--- src/rtl/spi_lock_pkg.sv ---
package spi_lock_pkg;

    localparam logic [7:0] OP_READ_LOCK  = 8'hE8;
    localparam logic [7:0] OP_WRITE_LOCK = 8'hE5;
    localparam int         OPCODE_BITS   = 8;
    localparam int         DATA_BITS     = 8;

    typedef enum logic [2:0] {
        ST_IDLE,
        ST_OPCODE,
        ST_ADDR,
        ST_RDATA,
        ST_WDATA,
        ST_IGNORE
    } cmd_state_e;

endpackage

--- src/rtl/spi_pin_edges.sv ---
module spi_pin_edges (
    input  logic clk,
    input  logic rst_n,
    input  logic cs_n,
    input  logic sck,
    output logic sck_rise,
    output logic sck_fall,
    output logic cs_rise
);

    typedef struct packed {
        logic cs_n;
        logic sck;
    } pins_t;

    pins_t pins_d, pins_q;

    always_comb begin
        pins_d      = pins_q;
        pins_d.cs_n = cs_n;
        pins_d.sck  = sck;
    end

    always_ff @(posedge clk or negedge rst_n) begin
        if (!rst_n) begin
            pins_q.cs_n <= 1'b1;
            pins_q.sck  <= 1'b0;
        end else begin
            pins_q <= pins_d;
        end
    end

    // edges are seen in the cycle the new pin level is first sampled
    assign sck_rise = sck & ~pins_q.sck;
    assign sck_fall = ~sck & pins_q.sck;
    assign cs_rise  = cs_n & ~pins_q.cs_n;

endmodule

--- src/rtl/lock_cmd_fsm.sv ---
module lock_cmd_fsm
    import spi_lock_pkg::*;
#(
    parameter int ADDR_BITS       = 24,
    parameter int SECTOR_ADDR_LSB = 16,
    parameter int SECT_W          = 5
) (
    input  logic              clk,
    input  logic              rst_n,
    input  logic              cs_n,
    input  logic              mosi,
    input  logic              sck_rise,
    input  logic              sck_fall,
    input  logic              cs_rise,
    input  logic              busy,
    input  logic              wel,
    input  logic [7:0]        rd_byte,
    output logic [SECT_W-1:0] rd_sect,
    output logic              wr_en,
    output logic [SECT_W-1:0] wr_sect,
    output logic [1:0]        wr_bits,
    output logic              miso,
    output logic              miso_oe
);

    localparam int CNT_W = $clog2(ADDR_BITS + 1);
    localparam logic [CNT_W-1:0] OPC_LAST  = CNT_W'(OPCODE_BITS - 1);
    localparam logic [CNT_W-1:0] ADDR_LAST = CNT_W'(ADDR_BITS - 1);
    localparam logic [CNT_W-1:0] DATA_FULL = CNT_W'(DATA_BITS);
    localparam logic [CNT_W-1:0] DATA_OVER = CNT_W'(DATA_BITS + 1);

    typedef struct packed {
        cmd_state_e           state;
        logic [CNT_W-1:0]     cnt;
        logic [ADDR_BITS-1:0] sh;
        logic [SECT_W-1:0]    sect;
        logic                 is_write;
        logic [2:0]           bidx;
        logic                 miso;
        logic                 oe;
    } fsm_t;

    fsm_t fsm_d, fsm_q;

    always_comb begin
        fsm_d = fsm_q;
        wr_en = 1'b0;

        if (cs_n) begin
            // a write commits only on a clean 8-bit data phase
            if (cs_rise && fsm_q.state == ST_WDATA && fsm_q.cnt == DATA_FULL
                && wel && !busy) begin
                wr_en = 1'b1;
            end
            fsm_d.state = ST_IDLE;
            fsm_d.cnt   = '0;
            fsm_d.oe    = 1'b0;
        end else begin
            unique case (fsm_q.state)
                ST_IDLE, ST_OPCODE: begin
                    if (sck_rise) begin
                        fsm_d.sh    = {fsm_q.sh[ADDR_BITS-2:0], mosi};
                        fsm_d.cnt   = fsm_q.cnt + 1'b1;
                        fsm_d.state = ST_OPCODE;
                        if (fsm_q.cnt == OPC_LAST) begin
                            fsm_d.cnt = '0;
                            if (busy) begin
                                fsm_d.state = ST_IGNORE;
                            end else if (fsm_d.sh[7:0] == OP_READ_LOCK) begin
                                fsm_d.state    = ST_ADDR;
                                fsm_d.is_write = 1'b0;
                            end else if (fsm_d.sh[7:0] == OP_WRITE_LOCK) begin
                                fsm_d.state    = ST_ADDR;
                                fsm_d.is_write = 1'b1;
                            end else begin
                                fsm_d.state = ST_IGNORE;
                            end
                        end
                    end
                end
                ST_ADDR: begin
                    if (sck_rise) begin
                        fsm_d.sh  = {fsm_q.sh[ADDR_BITS-2:0], mosi};
                        fsm_d.cnt = fsm_q.cnt + 1'b1;
                        if (fsm_q.cnt == ADDR_LAST) begin
                            fsm_d.sect  = fsm_d.sh[SECTOR_ADDR_LSB +: SECT_W];
                            fsm_d.cnt   = '0;
                            fsm_d.bidx  = '0;
                            fsm_d.state = fsm_q.is_write ? ST_WDATA : ST_RDATA;
                        end
                    end
                end
                ST_RDATA: begin
                    if (sck_fall) begin
                        fsm_d.miso = rd_byte[3'd7 - fsm_q.bidx];
                        fsm_d.oe   = 1'b1;
                        fsm_d.bidx = fsm_q.bidx + 1'b1;
                    end
                end
                ST_WDATA: begin
                    if (sck_rise) begin
                        fsm_d.sh = {fsm_q.sh[ADDR_BITS-2:0], mosi};
                        if (fsm_q.cnt != DATA_OVER) begin
                            fsm_d.cnt = fsm_q.cnt + 1'b1;
                        end
                    end
                end
                ST_IGNORE: begin
                    fsm_d.oe = 1'b0;
                end
                default: begin
                    fsm_d.state = ST_IGNORE;
                end
            endcase
        end
    end

    always_ff @(posedge clk or negedge rst_n) begin
        if (!rst_n) begin
            fsm_q.state    <= ST_IDLE;
            fsm_q.cnt      <= '0;
            fsm_q.sh       <= '0;
            fsm_q.sect     <= '0;
            fsm_q.is_write <= 1'b0;
            fsm_q.bidx     <= '0;
            fsm_q.miso     <= 1'b0;
            fsm_q.oe       <= 1'b0;
        end else begin
            fsm_q <= fsm_d;
        end
    end

    assign rd_sect = fsm_q.sect;
    assign wr_sect = fsm_q.sect;
    assign wr_bits = fsm_q.sh[1:0];
    assign miso    = fsm_q.miso;
    assign miso_oe = fsm_q.oe;

endmodule

--- src/rtl/lock_store.sv ---
module lock_store #(
    parameter int NUM_SECTORS = 32,
    parameter int SECT_W      = 5
) (
    input  logic                   clk,
    input  logic                   rst_n,
    input  logic                   wr_en,
    input  logic [SECT_W-1:0]      wr_sect,
    input  logic [1:0]             wr_bits,
    input  logic [SECT_W-1:0]      rd_sect,
    output logic [7:0]             rd_byte,
    output logic [NUM_SECTORS-1:0] wr_inhibit,
    output logic [NUM_SECTORS-1:0] lockdown
);

    typedef struct packed {
        logic [NUM_SECTORS-1:0] wl;
        logic [NUM_SECTORS-1:0] ld;
    } store_t;

    store_t store_d, store_q;
    logic [NUM_SECTORS-1:0] wl_nx, ld_nx;

    for (genvar s = 0; s < NUM_SECTORS; s++) begin : g_sect
        logic hit;
        // a set lock-down bit blocks every later update of this sector
        assign hit      = wr_en && (wr_sect == SECT_W'(s)) && !store_q.ld[s];
        assign wl_nx[s] = hit ? wr_bits[0] : store_q.wl[s];
        assign ld_nx[s] = hit ? wr_bits[1] : store_q.ld[s];
    end

    always_comb begin
        store_d    = store_q;
        store_d.wl = wl_nx;
        store_d.ld = ld_nx;
    end

    always_ff @(posedge clk or negedge rst_n) begin
        if (!rst_n) begin
            store_q.wl <= '0;
            store_q.ld <= '0;
        end else begin
            store_q <= store_d;
        end
    end

    assign rd_byte    = {6'b0, store_q.ld[rd_sect], store_q.wl[rd_sect]};
    assign wr_inhibit = store_q.wl;
    assign lockdown   = store_q.ld;

endmodule

--- src/rtl/spi_lock_reg.sv ---
module spi_lock_reg #(
    parameter int NUM_SECTORS     = 32,
    parameter int SECTOR_ADDR_LSB = 16,
    parameter int ADDR_BITS       = 24
) (
    input  logic                   clk,
    input  logic                   rst_n,
    input  logic                   spi_cs_n,
    input  logic                   spi_sck,
    input  logic                   spi_mosi,
    output logic                   spi_miso,
    output logic                   spi_miso_oe,
    input  logic                   write_enable_latch,
    input  logic                   pe_busy,
    output logic [NUM_SECTORS-1:0] sector_wr_inhibit
);

    localparam int SECT_W = (NUM_SECTORS > 1) ? $clog2(NUM_SECTORS) : 1;

    logic                   sck_rise, sck_fall, cs_rise;
    logic [SECT_W-1:0]      rd_sect, wr_sect;
    logic                   wr_en;
    logic [1:0]             wr_bits;
    logic [7:0]             rd_byte;
    logic [NUM_SECTORS-1:0] lockdown_vec;

    spi_pin_edges u_edges (
        .clk      (clk),
        .rst_n    (rst_n),
        .cs_n     (spi_cs_n),
        .sck      (spi_sck),
        .sck_rise (sck_rise),
        .sck_fall (sck_fall),
        .cs_rise  (cs_rise)
    );

    lock_cmd_fsm #(
        .ADDR_BITS       (ADDR_BITS),
        .SECTOR_ADDR_LSB (SECTOR_ADDR_LSB),
        .SECT_W          (SECT_W)
    ) u_fsm (
        .clk      (clk),
        .rst_n    (rst_n),
        .cs_n     (spi_cs_n),
        .mosi     (spi_mosi),
        .sck_rise (sck_rise),
        .sck_fall (sck_fall),
        .cs_rise  (cs_rise),
        .busy     (pe_busy),
        .wel      (write_enable_latch),
        .rd_byte  (rd_byte),
        .rd_sect  (rd_sect),
        .wr_en    (wr_en),
        .wr_sect  (wr_sect),
        .wr_bits  (wr_bits),
        .miso     (spi_miso),
        .miso_oe  (spi_miso_oe)
    );

    lock_store #(
        .NUM_SECTORS (NUM_SECTORS),
        .SECT_W      (SECT_W)
    ) u_store (
        .clk        (clk),
        .rst_n      (rst_n),
        .wr_en      (wr_en),
        .wr_sect    (wr_sect),
        .wr_bits    (wr_bits),
        .rd_sect    (rd_sect),
        .rd_byte    (rd_byte),
        .wr_inhibit (sector_wr_inhibit),
        .lockdown   (lockdown_vec)
    );

endmodule

--- config.mk ---
export PLATFORM = sky130hd
export DESIGN_NAME = spi_lock_reg
export DESIGN_NICKNAME = d
export VERILOG_FILES = /design/src/rtl/spi_lock_pkg.sv /design/src/rtl/spi_pin_edges.sv /design/src/rtl/lock_cmd_fsm.sv /design/src/rtl/lock_store.sv /design/src/rtl/spi_lock_reg.sv
export SDC_FILE = /design/constraint.sdc
export NUM_CORES = 1
export LEC_CHECK = 0
export BUFFER_PORTS_ARGS = -buffer_cell sky130_fd_sc_hd__buf_2
export CAP_MARGIN = 40
export CORE_ASPECT_RATIO = 0.6
export CORE_MARGIN = 2
export CORE_UTILIZATION = 55
export CTS_CLUSTER_DIAMETER = 200
export CTS_CLUSTER_SIZE = 12
export DETAILED_ROUTE_END_ITERATION = 8
export PLACE_DENSITY = 0.74
export SYNTH_ARGS = -nofsm -noshare
export SYNTH_HDL_FRONTEND = slang
export SYNTH_SLANG_ARGS = --single-unit
--- constraint.sdc ---
create_clock -name clk -period 2.6 [get_ports clk]
set_input_delay 0.26 -clock clk [delete_from_list [all_inputs] [get_ports clk]]
set_output_delay 0.26 -clock clk [all_outputs]
set_load 0.005 [all_outputs]
Word level (Yosys, flattened, before mapping):

Index checks and enable logic that the tools add are counted.

* add/subtract/negate cells: 3
* magnitude comparators: 2
* equality and inequality tests: 54
* multiplexer cells: 30
* bitwise gates (word level): 8
* reduce and logical (&&, ||, !) cells: 118

Operators with widths (number)
* $pmux W29 S3: 1
* $eq A5 B5 Y1 const B: 17
* $logic_and A1 B1 Y1: 68
* $eq A5 B4 Y1 const B: 9
* $mux W37: 1
* $logic_not A1 Y1: 33
* $mux W32: 1
* $mux W29: 1
* $eq A5 B3 Y1 const B: 5
* $mux W8: 3
* $mux W3: 6
* $eq A8 B8 Y1 const B: 2
* $mux W5: 3
* $ne A3 B3 Y1 const B: 5
* $reduce_and A5 Y1: 3
* $bmux W1 S5: 2
* $eq A5 B2 Y1 const B: 2
* $pmux W3 S3: 1
* $mux W1: 8
* $ne A2 B2 Y1 const B: 4
* $reduce_and A4 Y1: 2
* $eq A3 B2 Y1 const B: 2
* $eq A3 B3 Y1 const B: 2
* $lt A5 B6 Y1 const B: 1
* 24 further kinds: 33

* flip-flop bits (word level): 108
* input port bits: 7
* output and inout port bits: 34
* logic and storage cells: 289

Longest topological paths before layout:

Gate-level depths: netlist of the first run.

* depth after elaboration: 10
* depth in mapped cells: 8
* gate-level depth less buffers: 6

Hierarchy:

From an unflattened synthesis of the first run, not the netlist that was laid out.

* cells, all modules: 506
* area, all modules: 5510.3 sq um

Modules (own cells, without submodules)
* lock_store: times used 1, cells an instance 277, area an instance 3352.0 sq um, sequential area each 1601.5 sq um
* lock_cmd_fsm: times used 1, cells an instance 224, area an instance 2085.8 sq um, sequential area each 975.9 sq um
* spi_pin_edges: times used 1, cells an instance 5, area an instance 72.6 sq um, sequential area each 51.3 sq um

Worst setup path after synthesis of the first run:

OpenSTA, ideal clock, no wires.

* kind: register to register
* from: register u_fsm.fsm_q[40] in the netlist's numbering
* to: register u_store.store_q (netlist bit u_store.wr_inhibit[28])
* setup time: 0.128 ns
* data arrival time: 1.787 ns
* required time: 2.472 ns
* path slack: 0.685 ns
* stages on the path, launching flop included: 8
* path buffers: 2
* period minus slack after synthesis: 1.915 ns
* cells stage by stage: dfrtp_1 -> buf_6 -> nor4b_4 -> and4_4 -> buf_12 -> nand4_4 -> nor3_2 -> mux2_1

* cells in the longest elaborated chain, start to end: 9

RTL lines
* from (decl): line lock_cmd_fsm.sv:43 `fsm_t fsm_d, fsm_q;`
* from (signal assigned): line lock_cmd_fsm.sv:129 `fsm_q <= fsm_d;`
* $eq A3 B3 Y1: line lock_cmd_fsm.sv:51 `if (cs_rise && fsm_q.state == ST_WDATA && fsm_q.cnt == DATA_FULL`
* $logic_and A1 B1 Y1 (2 in series): line lock_cmd_fsm.sv:51
* $logic_and A1 B1 Y1 (2 in series): line lock_cmd_fsm.sv:52 `&& wel && !busy) begin`
* $mux W1: line lock_cmd_fsm.sv:51
* $mux W1: line lock_cmd_fsm.sv:49 `if (cs_n) begin`
* $logic_and A1 B1 Y1 (2 in series): line lock_store.sv:27 `assign hit = wr_en && (wr_sect == SECT_W'(s)) && !store_q.ld[s];`
* to (signal assigned): line lock_store.sv:43 `store_q <= store_d;`
* to (decl): line lock_store.sv:21 `store_t store_d, store_q;`

Every way passes these cells.
A chain may end at the register's enable or synchronous reset.

Final worst setup path of the first run:

* from: register u_fsm.fsm_q[41] in the netlist's numbering
* to: register u_store.store_q (netlist bit u_store.wr_inhibit[0])

The elaborated chain is that of the path after synthesis.

==> reports/metrics.cfg, run 1 <==
[timing]
setup-violations-final = 0
hold_violations = 0
rsz0062_at_grt = false
max_freq_mhz = 443
min_period_ns = 2.26
fin_tns_setup_ns = 0
worst_hold_slack_ns = 0.0451
fin_crit_sh_pct = 86.8
finClkSkew_ns = 0.00602
slew_violations = 0
tightest_slew_ns = 0.742
relSlewSlack_pct = 49.8

[finish]
syn2layout_area_growth_pct = 12.1
diodes = 0
drive_gt1_share_pct = 22.9
post-route-util_pct = 63.7
layout_commonest_cell = dfrtp_1
final_cell_area_sq_mm = 0.00588
finalNetCount = 495
final_cell_mix = 104 x dfrtp_1, 52 x nand2_1, 39 x buf_2

[synthesis]
yosysUniqueCellTypes = 57
yosysSeqAreaShare_pct = 50.1
yosysTopAreaCell = dfrtp_1
yosys-top-cells-area = dfrtp_1 50%, mux2_1 7.7%, mux4_2 6.4%
ys_seq_elements = 105
synth_cells = 446
yosysWarningCount = 0
synth_area_sq_mm = 0.00525
synth_area_per_cell_sq_um = 11.8
synth.top_cell.area_share_pct = 49.6
async_flop_share_pct = 100
syn_nets = 457
synth_edf_count = 0
synthFlopType = dfrtp_1

[placed_design]
portBuffers = 40
gp_congestion = 0.869
placed_area_sq_mm = 0.00556
dpl.hpwl_um = 8220

[critical_path]
cpMaxStageDelayCell = dfrtp_1
cp.arrival_ns = 2.49
cp_top_family = simple AND/OR/NAND/NOR gates
crit_chain = nor2b_1 > and4_4 > nand3_2 > nor3_1 > mux2_1
crit_path_end_kind = flip-flop
crit_path_start_kind = flip-flop
path_buf_inv = 0
critPathKind = reg2reg
worst_ep_required_time_ns = 2.83
slowest_delay_ns = 0.53
cp_max_fo = 12

[drt]
first_iter_violations = 341
route.detailed.drc = 0
ant_nets = 0
wl_per_cell_um = 19.1
vias = 3725
dr.pass1.iters = 5
drt_wl_total_um = 11800
via_per_inst = 6.02

[power_and_ir_drop]
power.total_w = 0.00328
vdd_drop_max_mv = 0.378
p_per_area_mw_per_mm2 = 557
leakagePower_nw = 2.62

[clock_tree]
root_buffer = clkbuf_16
htree_levels = 3
post_cts_resize_count = 0
cts_buffers = 9
clk_path_buf_depth = 2
clock-sinks = 105
clkLatencyLatePin_ns = 0.35
tritoncts = yes
path_clk_slew_ns = 0.07

[run_status]
status = finished clean

[global_routing]
grt_overflow_total = 0
grt_pass1_vias = 3441
antenna_found_initial = 0
grt_max_degree = 106
grt_pass1_wl_um = 18900
grt_usage_pct = 24.5

[floorplan]
initial_core_util_pct = 56.9
dieArea_sq_mm = 0.0104
core_sq_mm = 0.00922
dieHeight_um = 79.6
ios = 41
die_w_um = 130
rows = 27

[job]
drv_cap = 0

[worst_hold_path]
hold_path.class = in2reg

## sequential cells by signal (all words and copies together), names as in the netlist
signal	count
u_fsm.miso	1
u_edges.pins_q	2
u_store.lockdown	32
u_fsm.fsm_q	30
u_store.wr_inhibit	32
u_fsm.wr_bits	2
u_fsm.miso_oe	1
u_fsm.rd_sect	5
## report_power, final
part | switching (W) | internal [W]
Clock | 0.000622 | 0.000756
Sequential | 0.0000357 | 0.00167
Combinational | 0.000139 | 0.0000540
## synthesized netlist by cell type, types with 3 or more instances
library cell	number
nand3_2	3
inv_1	6
nand4b_1	3
buf_4	3
nand3_4	3
ha_1	4
dfrtp_1	104
nand2_1	52
a21oi_1	10
nor3_1	27
a211oi_1	3
buf_2	7
mux2_1	36
mux2i_1	8
o21ai_0	4
buf_6	3
o21ai_1	26
a22o_1	5
o21bai_1	32
nor3_2	8
nor2_1	12
nand2b_1	4
nand3_1	9
nor2b_1	5
nand3b_1	4
mux4_2	15
clkbuf_1	13
## cell type report
| class | count | area [sq um] |
|---|---|---|
| fillers | 747 | 3340 |
| flip-flops and latches | 105 | 2630 |
| multi-input cells | 306 | 2430 |
| repair buffers | 55 | 330 |
| clock buffers | 9 | 225 |
| well taps | 130 | 163 |
| clock inverters | 7 | 78.8 |
| inverters | 7 | 26.3 |
## layer usage
layer / vias to the layer above / global-route usage [%] / share of wire (%)
met4: 0 / 6.99 / 1.0
li1: 1697 / - / -
met3: 13 / 6.10 / 7.2
met1: 1867 / 38.5 / 49
met2: 148 / 33.5 / 43
met5: - / 0 / 0
## metrics by stage
step | instances | setup WS [ns]
3_3_place_gp | 602 | 0.351
3_5_place_dp | 602 | 0.258
4_1_cts | 619 | 0.362
2_1_floorplan | 446 | 0.685
5_1_grt | 619 | 0.226
6_report | 619 | 0.344
## final timing paths
check	cells past startpoint	slack, ns	to	startpoint
min in group asynchronous	3	0.50	u_fsm.fsm_q[19]	rst_n
worst min-delay path	1	0.05	u_edges.pins_q[0]	spi_sck
max in group asynchronous	3	1.65	u_store.lockdown[15]	rst_n
worst max register to register	5	0.34	u_store.wr_inhibit[0]	u_fsm.fsm_q[41]
worst min register to register	2	0.49	u_fsm.fsm_q[21]	u_fsm.fsm_q[21]
worst max-delay path	5	0.34	u_store.wr_inhibit[0]	u_fsm.fsm_q[41]
## logic make-up after synthesis
kind of cell / synth area share, %
and+or+nand+nor: 17.2
DFF: 50.1
AOI/OAI and AO/OA: 11.6
muxes: 15.9
buffers and inverters: 3.63
adders and majority gates: 1.17
xor gates and xnor gates: 0.334
## repair_timing
action	in CTS	in global routing
endpoints found under the hold margin	28	0
hold buffers	1	0
buffers inserted	0	0
Note: power is estimated with default switching activity, not from simulation.
==> inputs of run 2 (changes only) <==
--- a/config.mk
+++ b/config.mk
@@ -13,7 +13,7 @@
 export CTS_CLUSTER_DIAMETER = 200
 export CTS_CLUSTER_SIZE = 12
 export DETAILED_ROUTE_END_ITERATION = 8
-export PLACE_DENSITY = 0.74
+export PLACE_DENSITY_LB_ADDON = 0.15
 export SYNTH_ARGS = -nofsm -noshare
 export SYNTH_HDL_FRONTEND = slang
 export SYNTH_SLANG_ARGS = --single-unit
==> run 2 against run 1 <==
Net effect: clock skew down 0.00066 ns; cell count is 0.16% higher; global-route usage increased by 0.47 points; largest power group unchanged.
==> reports/metrics.cfg, run 2 (synthesized netlist as in run 1, its figures left out) <==
[placed_design]
dp_slack_ns = 0.311
portBuffers = 40
dpl.hpwl_um = 8250
gp_congestion = 0.859

[drt]
wl_met3_um = 663
route.detailed.drc = 0
wirelength_met1_um = 6080
wl_per_cell_um = 18.8
first_iter_violations = 311
via_per_inst = 5.82
routed-wl-met2_um = 4820
dr.pass1.iters = 4
top_layer = met4
ant_nets = 0
vias = 3611
drt_wl_total_um = 11600

[clock_tree]
post_cts_resize_count = 0
clock-sinks = 105
clkLatencyLatePin_ns = 0.34
clk_path_buf_depth = 2
cts_buffers = 9
tritoncts = yes
root_buffer = clkbuf_16
htree_levels = 3
path_clk_slew_ns = 0.07

[finish]
post-route-util_pct = 63.8
finalNetCount = 496
fillers = 724
final_cell_mix = 104 x dfrtp_1, 52 x nand2_1, 39 x buf_2
diodes = 0
syn2layout_area_growth_pct = 12.2
drive_gt1_share_pct = 22.4
layout_commonest_cell = dfrtp_1

[floorplan]
initial_core_util_pct = 56.9
rows = 27
ios = 41
die_w_um = 130
dieHeight_um = 79.6
dieArea_sq_mm = 0.0104
core_sq_mm = 0.00922

[critical_path]
crit_path_start_kind = flip-flop
critPathKind = reg2reg
critPathLaunch = u_fsm.rd_sect[1]
reg2reg_depth = 5
cp.arrival_ns = 2.54
crit_path_end_kind = flip-flop
crit_end = u_fsm.miso
worst_ep_required_time_ns = 2.82
worst_r2r_endpoint = u_fsm.miso
cp_max_fo = 16
r2r-start = u_fsm.rd_sect[1]
r2r_setup_slack_ns = 0.28

[power_and_ir_drop]
leakagePower_nw = 2.63
vdd_drop_max_mv = 0.351
p_per_area_mw_per_mm2 = 559
power.total_w = 0.00329

[global_routing]
grt_overflow_total = 0
grt_usage_pct = 25.0
grt_pass1_wl_um = 19400
grt_pass1_vias = 3508
antenna_found_initial = 0
grt_max_degree = 51

[timing]
fin_tns_setup_ns = 0
setup-violations-final = 0
finalWorstSetupSlack_ns = 0.280
slew_violations = 0
fin_crit_sh_pct = 89.2
hold_violations = 0
finClkSkew_ns = 0.00536
relSlewSlack_pct = 41.4
max_freq_mhz = 431
rsz0062_at_grt = false
min_period_ns = 2.32
tightest_slew_ns = 0.878

[run_status]
status = finished clean

[worst_hold_path]
hold_path.class = in2reg

[job]
drv_cap = 0

run 2: cell count changes in the layout (fill, tap and decap cells not counted):
cell / change
buf_4: +1
clkbuf_1: +3
clkbuf_8: +2
clkinv_2: -1
clkinvlp_4: -2
inv_6: -1
inv_8: -1
run 2: power breakdown:
part	switching [W]	internal [W]	total, W
Sequential	0.0000362	0.00167	0.00171
Clock	0.000587	0.000803	0.00139
Combinational	0.000139	0.0000550	0.000194
run 2: how the worst min path moves through the flow:
stage,startpoint,endpoint,slack (ns),depth (start not counted)
floorplan,rst_n,u_edges.pins_q[0],-0.04,0
global placement,rst_n,u_fsm.fsm_q[20],0.33,1
detailed placement,rst_n,u_fsm.fsm_q[21],0.33,1
CTS,spi_sck,u_edges.pins_q[0],0.04,1
global route,spi_sck,u_edges.pins_q[0],0.04,1
finish,spi_sck,u_edges.pins_q[0],0.06,1
run 2: metal layers:
| layer | vias up | global-route usage (%) |
|---|---|---|
| met1 | 1807 | 40.0 |
| li1 | 1704 | - |
| met3 | 6 | 5.83 |
| met4 | 0 | 5.81 |
| met5 | - | 0 |
| met2 | 94 | 34.3 |
run 2: final cells by class:
| class | instances | area [sq um] | share of cell area (%) |
|---|---|---|---|
| Multi-Input combinational cell | 306 | 2430 | 41.2 |
| Clock buffer | 14 | 264 | 4.49 |
| Clock inverter | 2 | 38.8 | 0.659 |
| Timing Repair Buffer | 56 | 338 | 5.74 |
| Sequential cell | 105 | 2630 | 44.7 |
| Tap cell | 130 | 163 | 2.76 |
| Inverter | 7 | 26.3 | 0.447 |
run 2: stage by stage:
step | instances | hold slack [ns] | cell area, sq um
global placement | 603 | 0.329 | 5570
CTS | 620 | 0.0437 | 5880
finish | 620 | 0.0569 | 5880
floorplan | 446 | -0.0356 | 5250
detailed placement | 603 | 0.328 | 5570
global route | 620 | 0.0425 | 5880
run 2: critical path: stages, from the launching register on:
cell and delay (ns):
dfrtp_1 0.92, mux4_2 0.61, mux2i_1 0.28, nor2b_1 0.09
o2111ai_1 0.19, nand3_1 0.10
run 2: what timing repair did:
| item | 4_1_cts | 5_1_grt |
|---|---|---|
| endpoints found under the setup margin | 0 | 0 |
| buffers inserted | 0 | 0 |
| hold buffers | 1 | 0 |
| endpoints found under the hold margin | 48 | 0 |
